$ cat src/rtl/rsc_pkg.sv
package rsc_pkg;
  localparam logic [1:0] ADDR_PERIOD = 2'd0;
  localparam logic [1:0] ADDR_STATUS = 2'd1;

  localparam int ST_FAST   = 0;
  localparam int ST_VALID  = 1;
  localparam int ST_STALL  = 2;
  localparam int ST_PARITY = 3;
  localparam int ST_BITS   = 4;

  typedef struct packed {
    logic parity;
    logic stall;
    logic valid;
    logic fast;
  } rsc_status_t;
endpackage

$ cat src/rtl/rsc_pulse_sync.sv
module rsc_pulse_sync #(
  parameter int STAGES = 2
) (
  input  logic clk,
  input  logic rst_n,
  input  logic rotor_i,
  output logic strobe_o,
  output logic parity_o
);
  logic [STAGES-1:0] sync_q;
  logic              prev_q;
  logic              parity_q;

  always_ff @(posedge clk) begin
    if (!rst_n) begin
      sync_q   <= '0;
      prev_q   <= 1'b0;
      parity_q <= 1'b0;
    end else begin
      sync_q   <= {sync_q[STAGES-2:0], rotor_i};
      prev_q   <= sync_q[STAGES-1];
      parity_q <= parity_q ^ strobe_o;
    end
  end

  assign strobe_o = sync_q[STAGES-1] & ~prev_q;
  assign parity_o = parity_q;

  a_r1_single_cycle: assert property (@(posedge clk) disable iff (!rst_n)
    strobe_o |=> !strobe_o);
  a_r2_parity_flips: assert property (@(posedge clk) disable iff (!rst_n)
    strobe_o |=> (parity_o != $past(parity_o)));
  a_r2_parity_holds: assert property (@(posedge clk) disable iff (!rst_n)
    !strobe_o |=> $stable(parity_o));
endmodule

$ cat src/rtl/rsc_rate_gen.sv
module rsc_rate_gen #(
  parameter int FAST_DIV = 2,
  parameter int SLOW_DIV = 16
) (
  input  logic clk,
  input  logic rst_n,
  input  logic fast_i,
  output logic tick_o
);
  localparam int PW = $clog2(SLOW_DIV);
  localparam int FW = (FAST_DIV > 1) ? $clog2(FAST_DIV) : 1;

  logic [PW-1:0] pre_q;
  logic          fast_tick;
  logic          slow_tick;

  always_ff @(posedge clk) begin
    if (!rst_n) pre_q <= '0;
    else        pre_q <= pre_q + 1'b1;
  end

  generate
    if (FAST_DIV > 1) begin : g_fdiv
      assign fast_tick = &pre_q[FW-1:0];
    end else begin : g_fone
      assign fast_tick = 1'b1;
    end
  endgenerate

  assign slow_tick = &pre_q;
  assign tick_o    = fast_i ? fast_tick : slow_tick;

  a_r3_slow_gap: assert property (@(posedge clk) disable iff (!rst_n)
    (tick_o && !fast_i) |=> !tick_o);
endmodule

$ cat src/rtl/rsc_period_meter.sv
module rsc_period_meter #(
  parameter int CNT_W   = 16,
  parameter int UP_TH   = 5000,
  parameter int DOWN_TH = 60000
) (
  input  logic             clk,
  input  logic             rst_n,
  input  logic             strobe_i,
  input  logic             tick_i,
  output logic [CNT_W-1:0] period_o,
  output logic             valid_o,
  output logic             stall_o,
  output logic             fast_o
);
  localparam logic [CNT_W-1:0] CNT_MAX = '1;
  localparam logic [CNT_W-1:0] UP_V    = CNT_W'(UP_TH);
  localparam logic [CNT_W-1:0] DOWN_V  = CNT_W'(DOWN_TH);

  logic [CNT_W-1:0] cnt_q, cnt_plus;
  logic             sat;
  logic             started_q;
  logic             go_up, go_down;

  always_comb begin
    sat      = (cnt_q == CNT_MAX);
    cnt_plus = (tick_i && !sat) ? cnt_q + 1'b1 : cnt_q;
    go_up    = !fast_o && started_q && !sat && (cnt_plus < UP_V);
    go_down  = fast_o && (sat || (cnt_plus > DOWN_V));
  end

  always_ff @(posedge clk) begin
    if (!rst_n) begin
      cnt_q     <= '0;
      period_o  <= '0;
      valid_o   <= 1'b0;
      stall_o   <= 1'b0;
      fast_o    <= 1'b0;
      started_q <= 1'b0;
    end else if (strobe_i) begin
      cnt_q     <= '0;
      period_o  <= cnt_plus;
      valid_o   <= started_q && !sat && !go_up && !go_down;
      stall_o   <= 1'b0;
      started_q <= 1'b1;
      if (go_up)   fast_o <= 1'b1;
      if (go_down) fast_o <= 1'b0;
    end else begin
      cnt_q <= cnt_plus;
      if (sat) stall_o <= 1'b1;
    end
  end

  a_r6_rate_at_boundary: assert property (@(posedge clk) disable iff (!rst_n)
    !strobe_i |=> $stable(fast_o));
  a_r8_switch_invalid: assert property (@(posedge clk) disable iff (!rst_n)
    (fast_o != $past(fast_o)) |-> !valid_o);
  a_r9_stall_clears: assert property (@(posedge clk) disable iff (!rst_n)
    strobe_i |=> !stall_o);
  a_r9_stall_period: assert property (@(posedge clk) disable iff (!rst_n)
    $rose(stall_o) |-> (cnt_q == CNT_MAX));
endmodule

$ cat src/rtl/rotor_sync_clksel.sv
module rotor_sync_clksel #(
  parameter int CNT_W       = 16,
  parameter int FAST_DIV    = 2,
  parameter int SLOW_DIV    = 16,
  parameter int UP_TH       = 5000,
  parameter int DOWN_TH     = 60000,
  parameter int SYNC_STAGES = 2
) (
  input  logic             clk,
  input  logic             rst_n,
  input  logic             rotor_i,
  output logic             sync_strobe_o,
  output logic             odd_even_o,
  output logic             count_en_o,
  output logic             rate_fast_o,
  input  logic [1:0]       rd_addr_i,
  output logic [CNT_W-1:0] rd_data_o
);
  import rsc_pkg::*;

  logic [CNT_W-1:0] period;
  logic             valid, stall, fast, strobe, parity, tick;
  rsc_status_t      status;
  logic [CNT_W-1:0] rd_next;

  rsc_pulse_sync #(.STAGES(SYNC_STAGES)) u_sync (
    .clk(clk), .rst_n(rst_n), .rotor_i(rotor_i),
    .strobe_o(strobe), .parity_o(parity));

  rsc_rate_gen #(.FAST_DIV(FAST_DIV), .SLOW_DIV(SLOW_DIV)) u_rate (
    .clk(clk), .rst_n(rst_n), .fast_i(fast), .tick_o(tick));

  rsc_period_meter #(.CNT_W(CNT_W), .UP_TH(UP_TH), .DOWN_TH(DOWN_TH)) u_meter (
    .clk(clk), .rst_n(rst_n), .strobe_i(strobe), .tick_i(tick),
    .period_o(period), .valid_o(valid), .stall_o(stall), .fast_o(fast));

  always_comb begin
    status.fast   = fast;
    status.valid  = valid;
    status.stall  = stall;
    status.parity = parity;
    rd_next = '0;
    case (rd_addr_i)
      ADDR_PERIOD: rd_next = period;
      ADDR_STATUS: rd_next[ST_BITS-1:0] = status;
      default:     rd_next = '0;
    endcase
  end

  always_ff @(posedge clk) begin
    if (!rst_n) rd_data_o <= '0;
    else        rd_data_o <= rd_next;
  end

  assign sync_strobe_o = strobe;
  assign odd_even_o    = parity;
  assign count_en_o    = tick;
  assign rate_fast_o   = fast;

  a_r10_read_latency: assert property (@(posedge clk) disable iff (!rst_n)
    (rd_addr_i == ADDR_PERIOD) |=> (rd_data_o == $past(period)));
  a_r3_fast_gap: assert property (@(posedge clk) disable iff (!rst_n)
    (count_en_o && rate_fast_o) |=> !count_en_o);
endmodule

$ cat config.mk
export PLATFORM = sky130hd
export DESIGN_NAME = rotor_sync_clksel
export DESIGN_NICKNAME = d
export VERILOG_FILES = /design/src/rtl/rsc_pkg.sv /design/src/rtl/rsc_pulse_sync.sv /design/src/rtl/rsc_rate_gen.sv /design/src/rtl/rsc_period_meter.sv /design/src/rtl/rotor_sync_clksel.sv
export SDC_FILE = /design/constraint.sdc
export NUM_CORES = 1
export LEC_CHECK = 0
export BUFFER_PORTS_ARGS = -buffer_cell sky130_fd_sc_hd__buf_2
export CORE_ASPECT_RATIO = 1.5
export CORE_MARGIN = 2
export CORE_UTILIZATION = 35
export DETAILED_ROUTE_END_ITERATION = 12
export PLACE_DENSITY_LB_ADDON = 0.2
export SLEW_MARGIN = 40
export SYNTH_ARGS = -nofsm -noshare
export SYNTH_HDL_FRONTEND = slang
export SYNTH_SLANG_ARGS = --single-unit
$ cat constraint.sdc
create_clock -name clk -period 2.9 [get_ports clk]
set_clock_uncertainty 0.2 [all_clocks]
set_input_delay 0.58 -clock clk [delete_from_list [all_inputs] [get_ports clk]]
set_output_delay 0.58 -clock clk [all_outputs]
set_load 0.05 [all_outputs]
* Word level (Yosys, flattened, before mapping)
Index checks and enable logic that the tools add are counted.
** Word-level totals
- Register bits after elaboration :: 60
- Word-level logic and storage cells :: 46
- Output and inout bits :: 20
- Input bits :: 5
** Cells by class
- Equal/unequal tests :: 2
- Mux-type cells :: 5
- Reduce and logical (&&, ||, !) cells :: 19
- Add/sub/neg operators :: 2
- Bitwise logic cells :: 4
- Magnitude comparators :: 2
** Operators by type and width (number)
- 16-bit by 1-bit adder with 16-bit output, second input constant :: 1
- 16-bit == test, second input constant :: 1
- 16-bit > comparator, second input constant :: 1
- 16-bit by 13-bit < comparator with 1-bit output, second input constant :: 1
- 16-bit two-way mux :: 1
- 1-bit logical AND :: 8
- 4-bit case mux with 2 select lines :: 1
- 4-bit by 1-bit adder with 4-bit output, second input constant :: 1
- 1-bit logical NOT :: 4
- 2-bit AND reduction :: 2
- 4-bit AND reduction :: 1
- 1-bit two-way mux :: 3
- 2-bit by 1-bit == test with 1-bit output, second input constant :: 1
- 2-bit logical NOT :: 1
- 1-bit inverter :: 2
- 2-bit nonzero test :: 1
- 2-bit OR reduction :: 1
- 1-bit bitwise AND :: 1
- 1-bit logical OR :: 1
- 1-bit bitwise XOR :: 1

* Depth between registers and ports, before layout
Gate-level depths: netlist of the first run.
- Depth after elaboration :: 9
- Mapped depth :: 11
- Mapped depth without buffers :: 10

* By module
Synthesis of the first run repeated with hierarchy kept, for this count alone.
** Second synthesis, totals
- Cell total of the unflattened synthesis :: 264
- Area, all modules :: 2486.1 um^2
** Modules (own cells, without submodules)
- rsc_period_meter :: area an instance 1696.6 um^2, cells each 197, instances 1, seq. area each 720.7 um^2
- rotor_sync_clksel :: area an instance 498.0 um^2, cells each 40, instances 1, seq. area each 320.3 um^2
- rsc_rate_gen :: area an instance 158.9 um^2, cells each 16, instances 1, seq. area each 80.1 um^2
- rsc_pulse_sync :: area an instance 132.6 um^2, cells each 11, instances 1, seq. area each 80.1 um^2

* Worst setup path after synthesis of the first run
No wires, ideal clock.
- Path type :: flip-flop to flip-flop
- Start :: register u_meter.fast_o
- End :: register u_meter.fast_o
- Required time :: 2.561 ns
- Stages on the path, launching flop included :: 11
- Buffers on the path :: 1
- Clock period less this slack :: 2.887 ns
- Slack :: 0.013 ns
- Arrival time :: 2.548 ns
- Cell sequence :: dfxtp_1 -> nand2_1 -> and2_1 -> clkbuf_1 -> inv_1 -> nand4_1 -> a2bb2oi_1 -> nor3_1 -> a221oi_2 -> a211oi_2 -> a211oi_1
** On the way
- Cells in the longest elaborated chain, start to end :: 8
- Elaborated cells on any way between the ends :: 14
- Those cells by class :: 2 x order compare; 3 x mux; 9 x reduce/logical
** RTL lines
- from (decl) :: RTL line rsc_period_meter.sv:13 : output logic fast_o
- from (signal assigned) :: RTL line rsc_period_meter.sv:37 : fast_o <= 1'b0;
- from (signal assigned) :: RTL line rsc_period_meter.sv:45 : if (go_up) fast_o <= 1'b1;
- from (signal assigned) :: RTL line rsc_period_meter.sv:46 : if (go_down) fast_o <= 1'b0;
- 1-bit two-way mux (*) :: RTL line rsc_rate_gen.sv:31 : assign tick_o = fast_i ? fast_tick : slow_tick;
- net count_en_o :: RTL line rotor_sync_clksel.sv:14 : output logic count_en_o,
- 1-bit logical AND (*) :: RTL line rsc_period_meter.sv:26 : cnt_plus = (tick_i && !sat) ? cnt_q + 1'b1 : cnt_q;
- 16-bit two-way mux (*) :: RTL line rsc_period_meter.sv:26
- 16-bit > comparator :: RTL line rsc_period_meter.sv:28 : go_down = fast_o && (sat || (cnt_plus > DOWN_V));
- 1-bit logical OR :: RTL line rsc_period_meter.sv:28
- 1-bit logical AND :: RTL line rsc_period_meter.sv:28
- 2-bit nonzero test (no source line)
- 2-bit AND reduction (no source line)
The timed path passes the listed nets; every way through them passes the cells marked *.
A chain may end at the register's enable or synchronous reset.

* Final worst setup path of the first run
- Start :: register u_meter.cnt_q[1]
- End :: register u_meter.fast_o
** On the way
- Cells in the longest elaborated chain, start to end :: 9
- Elaborated cells on any way between the ends :: 14
- Those cells by class :: 1 x add/sub; 2 x order compare; 1 x eq/ne; 2 x mux; 8 x reduce/logical
** RTL lines
- from (decl) :: RTL line rsc_period_meter.sv:19 : logic [CNT_W-1:0] cnt_q, cnt_plus;
- from (signal assigned) :: RTL line rsc_period_meter.sv:48 : cnt_q <= cnt_plus;
- branches (longest 9 deep; another with 16-bit by 1-bit adder with 16-bit output)
Parallel ways; which one is timed is not known.

==> results.md, run 1 <==
| Metric | This run | Unit |
| --- | --- | --- |
| Number of filler cells placed in the layout | 753 | - |
| Total leakage power | 0.00130 | uW |
| Drt pass-1 iters | 4 | - |
| Minimum clock period after layout | 2820 | ps |
| DRC errors left | 0 | - |
| Standard cell core area | 0.00723 | mm^2 |
| Outcome | complete, no violations | - |
| Tot Pwr | 1620 | uW |
| Number of hold buffers added after cts | 0 | - |
| Routed vias/inst | 4.92 | - |
| Slew of the pin with the lowest slew margin | 720 | ps |
| Total overflow reported by the global router | 0 | - |
| Area added between synthesis and finish | 25.5 | % |
| Net Count, Synth | 289 | - |
| Port buffer count | 24 | - |
| Via total after detailed routing | 2,143 | - |
| Post-DR wirelength/cell | 14.1 | um |
| Placed wire-length estimate after detailed placement | 4480 | um |
| Setup repair after global routing missed its margin | no | - |
| Number of antenna violations at the first check in global routing | 0 | - |
| Primary FF master, synth | sky130_fd_sc_hd__dfxtp_1 | - |
| Total negative setup slack | 0 | ps |
| Setup slack after placement | -14.2 | ps |
| Critical path class | flop to flop | - |
| Flip-flop and latch count after synthesis | 60 | - |
| Placement Rows | 38 | - |
| Global-route wire length before repair | 9770 | um |
| Final worst path period share | 0.973 | - |
| Final weighted congestion of routability-driven global placement | 0.892 | - |
| Data required time of the critical path | 2890 | ps |
| Syn avg cell area | 9.22 | um^2 |
| Max-slew violation count | 0 | - |
| Clock transition time at the flip-flop clock pins of the worst setup and hold paths | 70 | ps |
| GRT Total Usage | 0.163 | - |
| Final Net Count | 338 | - |
| Area of combinational cells with multiple inputs | 0.00137 | mm^2 |
| Hold Crit Class | flop to flop | - |
| Vias in the first global route | 2,058 | - |
| Netlist cell types | 54 | - |
| Worst setup margin | 77.9 | ps |
| Post-Syn Area | 0.00260 | mm^2 |
| Starting DRC count in detailed routing | 92 | - |
| Count of yosys warnings during synthesis | 0 | - |
| Antenna violation net count after detailed routing | 0 | - |
| Number of enable flip-flop cells after synthesis | 0 | - |
| Largest net degree at the start of global routing | 35 | - |
| Type of element launching the critical path | flop | - |
| Post-synthesis async set-or-reset flop share | 0 | - |
| Peak VDD IR | 245 | uV |
| Die ar. | 0.00814 | mm^2 |
| Final standard cell utilization of the core | 0.451 | - |
| Highest attainable clock frequency | 354 | MHz |
| Count of inserted antenna diode cells | 0 | - |
| Cell at the root of the clock tree | sky130_fd_sc_hd__clkbuf_8 | - |
| Clock latency on the worst-skew pair | 340 | ps |
| Final number of setup-violating endpoints | 0 | - |
| Sink count of the clock tree | 60 | - |
| Die boundary height | 110 | um |
| Worst relative slew slack | 0.519 | - |
| Buffer depth of the longest clock path | 2 | - |
| DRT Wirelength | 6130 | um |
| Horizontal die dimension | 74.4 | um |
| Crit end category | flop | - |
| Sequential cell area in the final layout | 0.00120 | mm^2 |
| Number of maximum-capacitance constraint violations | 0 | - |
| Power density normalized to cell area | 498 | mW/mm^2 |
| Total CTS buffers | 9 | - |
| H-tree levels | 3 | - |
| Critical Path Fanout Max | 5 | - |
| Number of endpoints with negative hold slack in the final report | 0 | - |
| CTS tree | yes | - |
| I/O pin count | 25 | - |
| Sequential-to-total area share from yosys stat | 0.462 | - |
| Starting utilization of the core area | 0.360 | - |
| Cell count after synthesis | 282 | - |
| Ratio of cells with drive above 1 in the final layout | 0.286 | - |
| Data arrival time of the critical path | 2810 | ps |
==> final cells by class <==
cell class	instances	share of cell area
multi-input combinational	198	0.420
clock inverter	1	0.00153
inverter	6	0.00691
timing repair buffer	56	0.111
sequential	60	0.369
tap	100	0.0384
clock buffer	15	0.0541
==> report_power, final <==
part	total [uW]	switching [uW]	internal [uW]
logic	77.2	52.0	25.2
clock network	694	314	380
registers	854	9.66	844
total	1620	375	1250
==> registers in the layout, summed over array words and instances (netlist names) <==
name	count
u_meter.started_q	1
u_sync.prev_q	1
u_sync.parity_o	1
rd_data_o	16
u_meter.cnt_q	16
u_meter.period_o	16
u_meter.stall_o	1
u_rate.pre_q	4
u_meter.valid_o	1
u_sync.sync_q	2
u_meter.fast_o	1
==> critical path, cell delays in order (launching register included) <==
cell and delay (ps):
sky130_fd_sc_hd__dfxtp_1 340, sky130_fd_sc_hd__ha_2 220, sky130_fd_sc_hd__nand4_1 190, sky130_fd_sc_hd__nor4_4 450
sky130_fd_sc_hd__nor2_4 70, sky130_fd_sc_hd__and3_2 220, sky130_fd_sc_hd__xnor2_2 130, sky130_fd_sc_hd__or4_4 490
sky130_fd_sc_hd__a211oi_2 240, sky130_fd_sc_hd__a211oi_1 120
==> layout by cell type (no fill, tap or decap), types with 2 or more instances in the layout <==
master / count
sky130_fd_sc_hd__nand3_1: 5
sky130_fd_sc_hd__nand2_1: 13
sky130_fd_sc_hd__nor4_2: 2
sky130_fd_sc_hd__buf_2: 24
sky130_fd_sc_hd__a21oi_1: 4
sky130_fd_sc_hd__buf_4: 32
sky130_fd_sc_hd__nor2_1: 54
sky130_fd_sc_hd__ha_2: 2
sky130_fd_sc_hd__o21ai_0: 3
sky130_fd_sc_hd__nand3b_1: 2
sky130_fd_sc_hd__and3_1: 6
sky130_fd_sc_hd__mux2i_1: 6
sky130_fd_sc_hd__nand4_1: 5
sky130_fd_sc_hd__nor3_1: 4
sky130_fd_sc_hd__clkbuf_1: 3
sky130_fd_sc_hd__o21ai_1: 2
sky130_fd_sc_hd__clkbuf_8: 12
sky130_fd_sc_hd__xor2_1: 6
sky130_fd_sc_hd__a211oi_1: 16
sky130_fd_sc_hd__and2_1: 17
sky130_fd_sc_hd__dfxtp_1: 59
sky130_fd_sc_hd__inv_1: 5
sky130_fd_sc_hd__nand2b_1: 2
sky130_fd_sc_hd__xnor2_1: 12
sky130_fd_sc_hd__nor3_2: 4
==> Yosys cell counts, types with 3 or more instances <==
| master | count | area, um^2 |
|---|---|---|
| sky130_fd_sc_hd__nand2_1 | 13 | 48.8 |
| sky130_fd_sc_hd__nand3_1 | 5 | 25.0 |
| sky130_fd_sc_hd__a211oi_1 | 16 | 120 |
| sky130_fd_sc_hd__nor3_1 | 6 | 30.0 |
| sky130_fd_sc_hd__nand4_1 | 5 | 31.3 |
| sky130_fd_sc_hd__o21ai_0 | 3 | 15.0 |
| sky130_fd_sc_hd__clkbuf_1 | 13 | 48.8 |
| sky130_fd_sc_hd__dfxtp_1 | 60 | 1200 |
| sky130_fd_sc_hd__mux2i_1 | 6 | 60.1 |
| sky130_fd_sc_hd__xor2_1 | 6 | 52.6 |
| sky130_fd_sc_hd__buf_2 | 4 | 20.0 |
| sky130_fd_sc_hd__a21oi_1 | 4 | 20.0 |
| sky130_fd_sc_hd__inv_1 | 5 | 18.8 |
| sky130_fd_sc_hd__o21ai_1 | 3 | 15.0 |
| sky130_fd_sc_hd__nor4_1 | 3 | 18.8 |
| sky130_fd_sc_hd__xnor2_1 | 12 | 105 |
| sky130_fd_sc_hd__nor2_1 | 54 | 203 |
| sky130_fd_sc_hd__and3_1 | 6 | 37.5 |
| sky130_fd_sc_hd__and2_1 | 17 | 106 |
==> cells by family after synthesis <==
family | Yosys count | synth area share
AOI/OAI and AO/OA | 43 | 0.130
buffers and inverters | 24 | 0.0371
xor gates and xnor gates | 19 | 0.0669
adders and majority gates | 2 | 0.00963
and+or+nand+nor | 127 | 0.267
DFF | 60 | 0.462
muxes | 7 | 0.0274
==> worst paths after layout <==
kind	from	to	cells after the start	slack, ps
worst max register to register	u_meter.cnt_q[1]$_SDFF_PP0_	u_meter.fast_o$_SDFFE_PN0P_	9	80
worst min register to register	u_sync.sync_q[0]$_SDFF_PN0_	u_sync.sync_q[1]$_SDFF_PN0_	1	250
worst min-delay path	u_sync.sync_q[0]$_SDFF_PN0_	u_sync.sync_q[1]$_SDFF_PN0_	1	250
worst max-delay path	u_meter.cnt_q[1]$_SDFF_PP0_	u_meter.fast_o$_SDFFE_PN0P_	9	80
==> layer usage <==
layer | vias to the layer above | track usage | part of all wire | wire length [um]
met5 | - | 0 | 0 | 0
met2 | 43 | 0.280 | 0.52 | 3180
li1 | 1087 | - | - | -
met1 | 1000 | 0.182 | 0.43 | 2610
met4 | 0 | 0.0791 | 0.020 | 124
met3 | 13 | 0.0477 | 0.036 | 218
==> stage by stage <==
step / hold slack (ps) / cell area (um^2) / instances
2_1_floorplan: 212 / 2600 / 282
3_3_place_gp: 236 / 3000 / 419
3_5_place_dp: 242 / 3000 / 419
4_1_cts: 237 / 3190 / 435
5_1_grt: 262 / 3260 / 436
6_report: 249 / 3260 / 436
==> what timing repair did <==
action	in CTS	in global routing
pin swaps	0	7
gates resized for setup	2	12
buffers inserted	0	1
setup endpoints to repair	2	2
endpoints found under the hold margin	0	0
(Power assumes the default switching activity.)
==> run 2: changes to the inputs <==
Settings changed: CELL_PAD_IN_SITES_DETAIL_PLACEMENT from default to 0, CELL_PAD_IN_SITES_GLOBAL_PLACEMENT from default to 1, PLACE_DENSITY from default to 0.77, PLACE_DENSITY_LB_ADDON 0.2 to default, SKIP_LAST_GASP from default to 1.
==> results.md, run 2 (synthesized netlist as in run 1, its figures left out) <==
| Metric | This run | Unit | vs previous |
| --- | --- | --- | --- |
| Outcome | complete, no violations | - | unchanged |
| Switching fraction of total power | 0.228 | - | was 0.231 |
| Worst relative slew slack | 0.549 | - | was 0.519 |
| Relative contribution of the clock network to total power | 0.452 | - | was 0.427 |
| Horizontal die dimension | 74.4 | um | unchanged |
| Largest net degree at the start of global routing | 35 | - | unchanged |
| Drt pass-1 iters | 4 | - | unchanged |
| Hold worst-path end | u_sync.sync_q[1]$_SDFF_PN0_ | - | unchanged |
| Max incr delay on CP | 490 | ps | about the same |
| Critical path class | flop to flop | - | unchanged |
| Highest-count cells in the layout ignoring fill and taps | sky130_fd_sc_hd__dfxtp_1 (60), sky130_fd_sc_hd__nor2_1 (54), sky130_fd_sc_hd__buf_4 (35), sky130_fd_sc_hd__buf_2 (24), sky130_fd_sc_hd__and2_1 (17) | - | was sky130_fd_sc_hd__dfxtp_1 (59), sky130_fd_sc_hd__nor2_1 (54), sky130_fd_sc_hd__buf_4 (32), sky130_fd_sc_hd__buf_2 (24), sky130_fd_sc_hd__and2_1 (17) |
| Final weighted congestion of routability-driven global placement | 0.949 | - | was 0.892 |
| Clock latency on the worst-skew pair | 350 | ps | was 340 ps |
| Total leakage power | 0.00135 | uW | was 0.00130 uW |
| Via total after detailed routing | 2,171 | - | was 2,143 |
| I/O pin count | 25 | - | unchanged |
| GRT Total Usage | 0.163 | - | about the same |
| Data required time of the critical path | 2890 | ps | about the same |
| Worst flop-to-flop path startpoint | u_meter.cnt_q[2]$_SDFF_PP0_ | - | was u_meter.cnt_q[1]$_SDFF_PP0_ |
| Ratio of cells with drive above 1 in the final layout | 0.286 | - | about the same |
| Slowest stage cell, crit path | sky130_fd_sc_hd__or4_1 | - | was sky130_fd_sc_hd__or4_4 |
| Worst R2R End | u_meter.fast_o$_SDFFE_PN0P_ | - | unchanged |
| Area added between synthesis and finish | 26.8 | % | was 25.5% |
| Count of inserted antenna diode cells | 0 | - | unchanged |
| Sequential share of power | 0.503 | - | was 0.525 |
| Registers with the highest flip-flop counts | rd_data_o (16), u_meter.cnt_q (16), u_meter.period_o (16) | - | unchanged |
| Minimum clock period after layout | 2750 | ps | was 2820 ps |
| Global-route wire length before repair | 9850 | um | was 9770 um |
| Die boundary height | 110 | um | unchanged |
| Hold Crit Class | flop to flop | - | unchanged |
| Worst hold slack | 234 | ps | was 249 ps |
| Final Net Count | 341 | - | was 338 |
| Starting utilization of the core area | 0.360 | - | unchanged |
| Clock transition time at the flip-flop clock pins of the worst setup and hold paths | 60 | ps | was 70 ps |
| Final worst path period share | 0.950 | - | was 0.973 |
| Switch Pwr | 388 | uW | was 375 uW |
| Critical Path Fanout Max | 8 | - | was 5 |
| Number of endpoints with negative hold slack in the final report | 0 | - | unchanged |
| Number of maximum-capacitance constraint violations | 0 | - | unchanged |
| Total CTS buffers | 9 | - | unchanged |
| Placed wire-length estimate after detailed placement | 4430 | um | was 4480 um |
| Number of antenna violations at the first check in global routing | 0 | - | unchanged |
| Most common library cell in the layout ignoring fill and taps | sky130_fd_sc_hd__dfxtp_1 | - | unchanged |
| Highest attainable clock frequency | 363 | MHz | was 354 MHz |
| Cell at the root of the clock tree | sky130_fd_sc_hd__clkbuf_8 | - | unchanged |
| Power density normalized to cell area | 515 | mW/mm^2 | was 498 mW/mm^2 |
| CTS tree | yes | - | unchanged |
| Worst Reg-to-Reg Cells | 8 | - | was 9 |
| Type of element launching the critical path | flop | - | unchanged |
| Register-to-Register Setup Slack | 150 | ps | was 80 ps |
| Instance count along the most critical hold path | 1 | - | unchanged |
| Starting DRC count in detailed routing | 101 | - | was 92 |
| Routed vias/inst | 4.95 | - | was 4.92 |
| Post-DR wirelength/cell | 13.5 | um | was 14.1 um |
| Peak VDD IR | 231 | uV | was 245 uV |
| Vias in the first global route | 2,151 | - | was 2,058 |
| Antenna violation net count after detailed routing | 0 | - | unchanged |
| H-tree levels | 3 | - | unchanged |
| Buffer depth of the longest clock path | 2 | - | unchanged |
| Tot Pwr | 1700 | uW | was 1620 uW |
| Sink count of the clock tree | 60 | - | unchanged |
| Data arrival time of the critical path | 2750 | ps | was 2810 ps |
| Combinational cell fraction of total power | 0.045 | - | was 0.048 |
| Setup slack after placement | 45.2 | ps | was -14.2 ps |
| Slew of the pin with the lowest slew margin | 676 | ps | was 720 ps |
| DRT Wirelength | 5930 | um | was 6130 um |
| Power Internal | 1310 | uW | was 1250 uW |
| Cell area reported after detailed placement | 0.00302 | mm^2 | was 0.00300 mm^2 |
| Crit end category | flop | - | unchanged |
| DRC errors left | 0 | - | unchanged |
| Total overflow reported by the global router | 0 | - | unchanged |
| Launching element of the worst setup path | u_meter.cnt_q[2]$_SDFF_PP0_ | - | was u_meter.cnt_q[1]$_SDFF_PP0_ |
| Worst setup margin | 145 | ps | was 77.9 ps |
| Standard cell core area | 0.00723 | mm^2 | unchanged |
| Final number of setup-violating endpoints | 0 | - | unchanged |
| Die ar. | 0.00814 | mm^2 | unchanged |
| Port buffer count | 24 | - | unchanged |
| Ordered list of cells on the worst path | nand4_1 -> nor4_4 -> nor2_4 -> and3_2 -> xnor2_2 -> or4_1 -> a211oi_2 -> a211oi_1 | - | was ha_2 -> nand4_1 -> nor4_4 -> nor2_4 -> and3_2 -> xnor2_2 -> or4_4 -> a211oi_2 -> a211oi_1 |
| Startpoint of the lowest-slack hold path | u_sync.sync_q[0]$_SDFF_PN0_ | - | unchanged |
| Placement Rows | 38 | - | unchanged |
| Max-slew violation count | 0 | - | unchanged |
| Fin area | 0.00330 | mm^2 | was 0.00326 mm^2 |
## run 2: per-layer routing
layer,track usage,part of all wire,up-vias
li1,-,-,1088
met5,0,0,-
met4,0.106,0.036,0
met1,0.174,0.41,1009
met3,0.0486,0.035,20
met2,0.273,0.52,54
## run 2: layout make-up
type	count	area, um^2
flip-flops and latches	60	1200
multi-input cells	198	1360
inverters	6	22.5
well taps	100	125
clock inverters	4	47.5
repair buffers	59	383
clock buffers	12	155
fillers	727	3930
## run 2: how the worst max path moves through the flow
| stage | endpoint |
|---|---|
| 5_1_grt | u_meter.fast_o$_SDFFE_PN0P_ |
| 2_1_floorplan | u_meter.fast_o$_SDFFE_PN0P_ |
| 3_3_place_gp | u_meter.fast_o$_SDFFE_PN0P_ |
| 3_5_place_dp | u_meter.fast_o$_SDFFE_PN0P_ |
| 6_report | u_meter.fast_o$_SDFFE_PN0P_ |
| 4_1_cts | u_meter.fast_o$_SDFFE_PN0P_ |
## run 2: metrics by stage
step	setup TNS (ps)	util	instances
2_1_floorplan	0	-	282
3_3_place_gp	0	0.418	421
3_5_place_dp	0	0.418	421
4_1_cts	0	0.446	437
5_1_grt	-1.23	0.456	439
6_report	0	0.456	439
## run 2: critical path, delay by kind of cell, from the launching register on
| kind | cells | cell delay, ps |
|---|---|---|
| xor+xnor | 1 | 130 |
| compound gates | 2 | 340 |
| simple gates | 5 | 1450 |
| flops | 1 | 480 |
## run 2: repair_timing
action,in CTS,in global routing
hold buffers,0,0
endpoints found under the setup margin,0,2
buffers inserted,0,2
resized for setup,0,11
## run 2: power groups by stage
stage	Clock, uW	Sequential (uW)	Combinational, uW
final	767	853	77.0
after global routing	830	855	86.2
after CTS	793	854	78.1
after detailed placement	0	872	78.2
after global placement	0	871	76.5
after floorplan	0	882	48.0
==> run 3: changes to the inputs <==
--- a/constraint.sdc
+++ b/constraint.sdc
@@ -4,2 +4,2 @@
 set_output_delay 0.58 -clock clk [all_outputs]
-set_load 0.05 [all_outputs]
+set_load 0.005 [all_outputs]
==> results.md, run 3 (synthesized netlist as in run 1, its figures left out) <==
| Metric | This run | Unit | vs previous |
| --- | --- | --- | --- |
| Critical Path Fanout Max | 5 | - | was 8 |
| Tot Pwr | 1530 | uW | was 1700 uW |
| Slowest stage cell, crit path | sky130_fd_sc_hd__or4_1 | - | unchanged |
| Highest-count cells in the layout ignoring fill and taps | sky130_fd_sc_hd__dfxtp_1 (59), sky130_fd_sc_hd__nor2_1 (54), sky130_fd_sc_hd__buf_4 (36), sky130_fd_sc_hd__buf_2 (24), sky130_fd_sc_hd__and2_1 (17) | - | was sky130_fd_sc_hd__dfxtp_1 (60), sky130_fd_sc_hd__nor2_1 (54), sky130_fd_sc_hd__buf_4 (35), sky130_fd_sc_hd__buf_2 (24), sky130_fd_sc_hd__and2_1 (17) |
| Data arrival time of the critical path | 2780 | ps | was 2750 ps |
| Clock transition time at the flip-flop clock pins of the worst setup and hold paths | 60 | ps | about the same |
| Final number of setup-violating endpoints | 0 | - | unchanged |
| Antenna violation net count after detailed routing | 0 | - | unchanged |
| I/O pin count | 25 | - | unchanged |
| Placed wire-length estimate after detailed placement | 4520 | um | was 4430 um |
| Fin area | 0.00325 | mm^2 | was 0.00330 mm^2 |
| Peak VDD IR | 193 | uV | was 231 uV |
| Hold Crit Class | flop to flop | - | unchanged |
| Crit end category | flop | - | unchanged |
| Cell area reported after detailed placement | 0.00303 | mm^2 | was 0.00302 mm^2 |
| Data required time of the critical path | 2890 | ps | about the same |
| Vias in the first global route | 2,179 | - | was 2,151 |
| Buffer depth of the longest clock path | 2 | - | unchanged |
| Cell type group with the largest total delay on the critical path | simple AND/OR/NAND/NOR gates | - | unchanged |
| Non-filler cells in the finished layout | 435 | - | was 439 |
| Number of maximum-capacitance constraint violations | 0 | - | unchanged |
| Slew of the pin with the lowest slew margin | 694 | ps | was 676 ps |
| DRC errors left | 0 | - | unchanged |
| Clock latency on the worst-skew pair | 340 | ps | was 350 ps |
| Drt pass-1 iters | 4 | - | unchanged |
| DRT Wirelength | 5970 | um | was 5930 um |
| Number of antenna violations at the first check in global routing | 0 | - | unchanged |
| Final worst path period share | 0.964 | - | was 0.950 |
| Total overflow reported by the global router | 0 | - | unchanged |
| Total leakage power | 0.00131 | uW | was 0.00135 uW |
| GRT Total Usage | 0.165 | - | was 0.163 |
| Placement Rows | 38 | - | unchanged |
| Routed vias/inst | 4.92 | - | was 4.95 |
| Outcome | complete, no violations | - | unchanged |
| Max incr delay on CP | 440 | ps | was 490 ps |
| Registers with the highest flip-flop counts | rd_data_o (16), u_meter.cnt_q (16), u_meter.period_o (16) | - | unchanged |
| Type of element launching the critical path | flop | - | unchanged |
| CTS tree | yes | - | unchanged |
| Most common library cell in the layout ignoring fill and taps | sky130_fd_sc_hd__dfxtp_1 | - | unchanged |
| Minimum clock period after layout | 2800 | ps | was 2750 ps |
| Global-route wire length before repair | 9880 | um | was 9850 um |
| Post-DR wirelength/cell | 13.7 | um | was 13.5 um |
| Final Net Count | 342 | - | was 341 |
| Starting DRC count in detailed routing | 104 | - | was 101 |
| Total buffers and inverters traversed by the critical path | 0 | - | unchanged |
| Sink count of the clock tree | 60 | - | unchanged |
| Via total after detailed routing | 2,142 | - | was 2,171 |
| Ratio of cells with drive above 1 in the final layout | 0.278 | - | was 0.286 |
| Post-Place Cells | 423 | - | was 421 |
| Starting utilization of the core area | 0.360 | - | unchanged |
| Power density normalized to cell area | 472 | mW/mm^2 | was 515 mW/mm^2 |
| Die boundary height | 110 | um | unchanged |
| Cell at the root of the clock tree | sky130_fd_sc_hd__clkbuf_8 | - | unchanged |
| Area added between synthesis and finish | 24.9 | % | was 26.8% |
| Number of hold buffers added after cts | 0 | - | unchanged |
| Largest net degree at the start of global routing | 23 | - | was 35 |
| Port buffer count | 24 | - | unchanged |
| Ordered list of cells on the worst path | ha_1 -> nand4b_4 -> a211o_2 -> nor3_2 -> nand3_1 -> xor2_1 -> or4_1 -> a211oi_2 -> a211oi_1 | - | was nand4_1 -> nor4_4 -> nor2_4 -> and3_2 -> xnor2_2 -> or4_1 -> a211oi_2 -> a211oi_1 |
| Highest attainable clock frequency | 358 | MHz | was 363 MHz |
| Count of inserted antenna diode cells | 0 | - | unchanged |
| Max-slew violation count | 0 | - | unchanged |
| Critical path class | flop to flop | - | unchanged |
| Final weighted congestion of routability-driven global placement | 0.898 | - | was 0.949 |
| Worst relative slew slack | 0.537 | - | was 0.549 |
| Die ar. | 0.00814 | mm^2 | unchanged |
| Standard cell core area | 0.00723 | mm^2 | unchanged |
| Horizontal die dimension | 74.4 | um | unchanged |
| Total CTS buffers | 9 | - | unchanged |
| Setup repair after global routing missed its margin | yes | - |  |
| H-tree levels | 3 | - | unchanged |
| Number of endpoints with negative hold slack in the final report | 0 | - | unchanged |
## run 3: per-layer routing
| layer | GRT usage | wire, um |
|---|---|---|
| met5 | 0 | 0 |
| met2 | 0.296 | 3140 |
| met4 | 0.0957 | 228 |
| met1 | 0.164 | 2390 |
| met3 | 0.0495 | 214 |
## run 3: area by class of cell
type                    instances  area (um^2)
repair buffers                 60          390
well taps                     100          125
clock buffers                  11          151
fillers                       722         3980
flip-flops and latches         60         1200
inverters                       6         22.5
multi-input cells             198         1360
## run 3: where the power goes
| group | switching, uW | total, uW | internal [uW] |
|---|---|---|---|
| Sequential | 9.80 | 854 | 845 |
| Clock | 284 | 617 | 332 |
| Combinational | 38.2 | 63.1 | 24.9 |
## run 3: worst paths after layout
path	from	endpoint	slack, ps	cells after the start
max reg2reg	u_rate.pre_q[0]$_SDFF_PN0_	u_meter.fast_o$_SDFFE_PN0P_	100	9
min	u_sync.sync_q[0]$_SDFF_PN0_	u_sync.sync_q[1]$_SDFF_PN0_	240	1
min reg2reg	u_sync.sync_q[0]$_SDFF_PN0_	u_sync.sync_q[1]$_SDFF_PN0_	240	1
max	u_rate.pre_q[0]$_SDFF_PN0_	u_meter.fast_o$_SDFFE_PN0P_	100	9
## run 3: through the flow
step	util	setup slack [ps]	TNS, ps	hold slack [ps]
after global routing	0.449	-11.2	-18.2	244
after floorplan	-	34.6	0	212
after detailed placement	0.420	41.0	0	234
after CTS	0.441	16.3	0	236
final	0.449	105	0	237
after global placement	0.420	117	0	228
## run 3: repair_timing
| action | 4_1_cts | 5_1_grt |
|---|---|---|
| resized for setup | 0 | 11 |
| hold endpoints to repair | 0 | 0 |
| setup buffers | 0 | 1 |
| endpoints found under the setup margin | 0 | 2 |
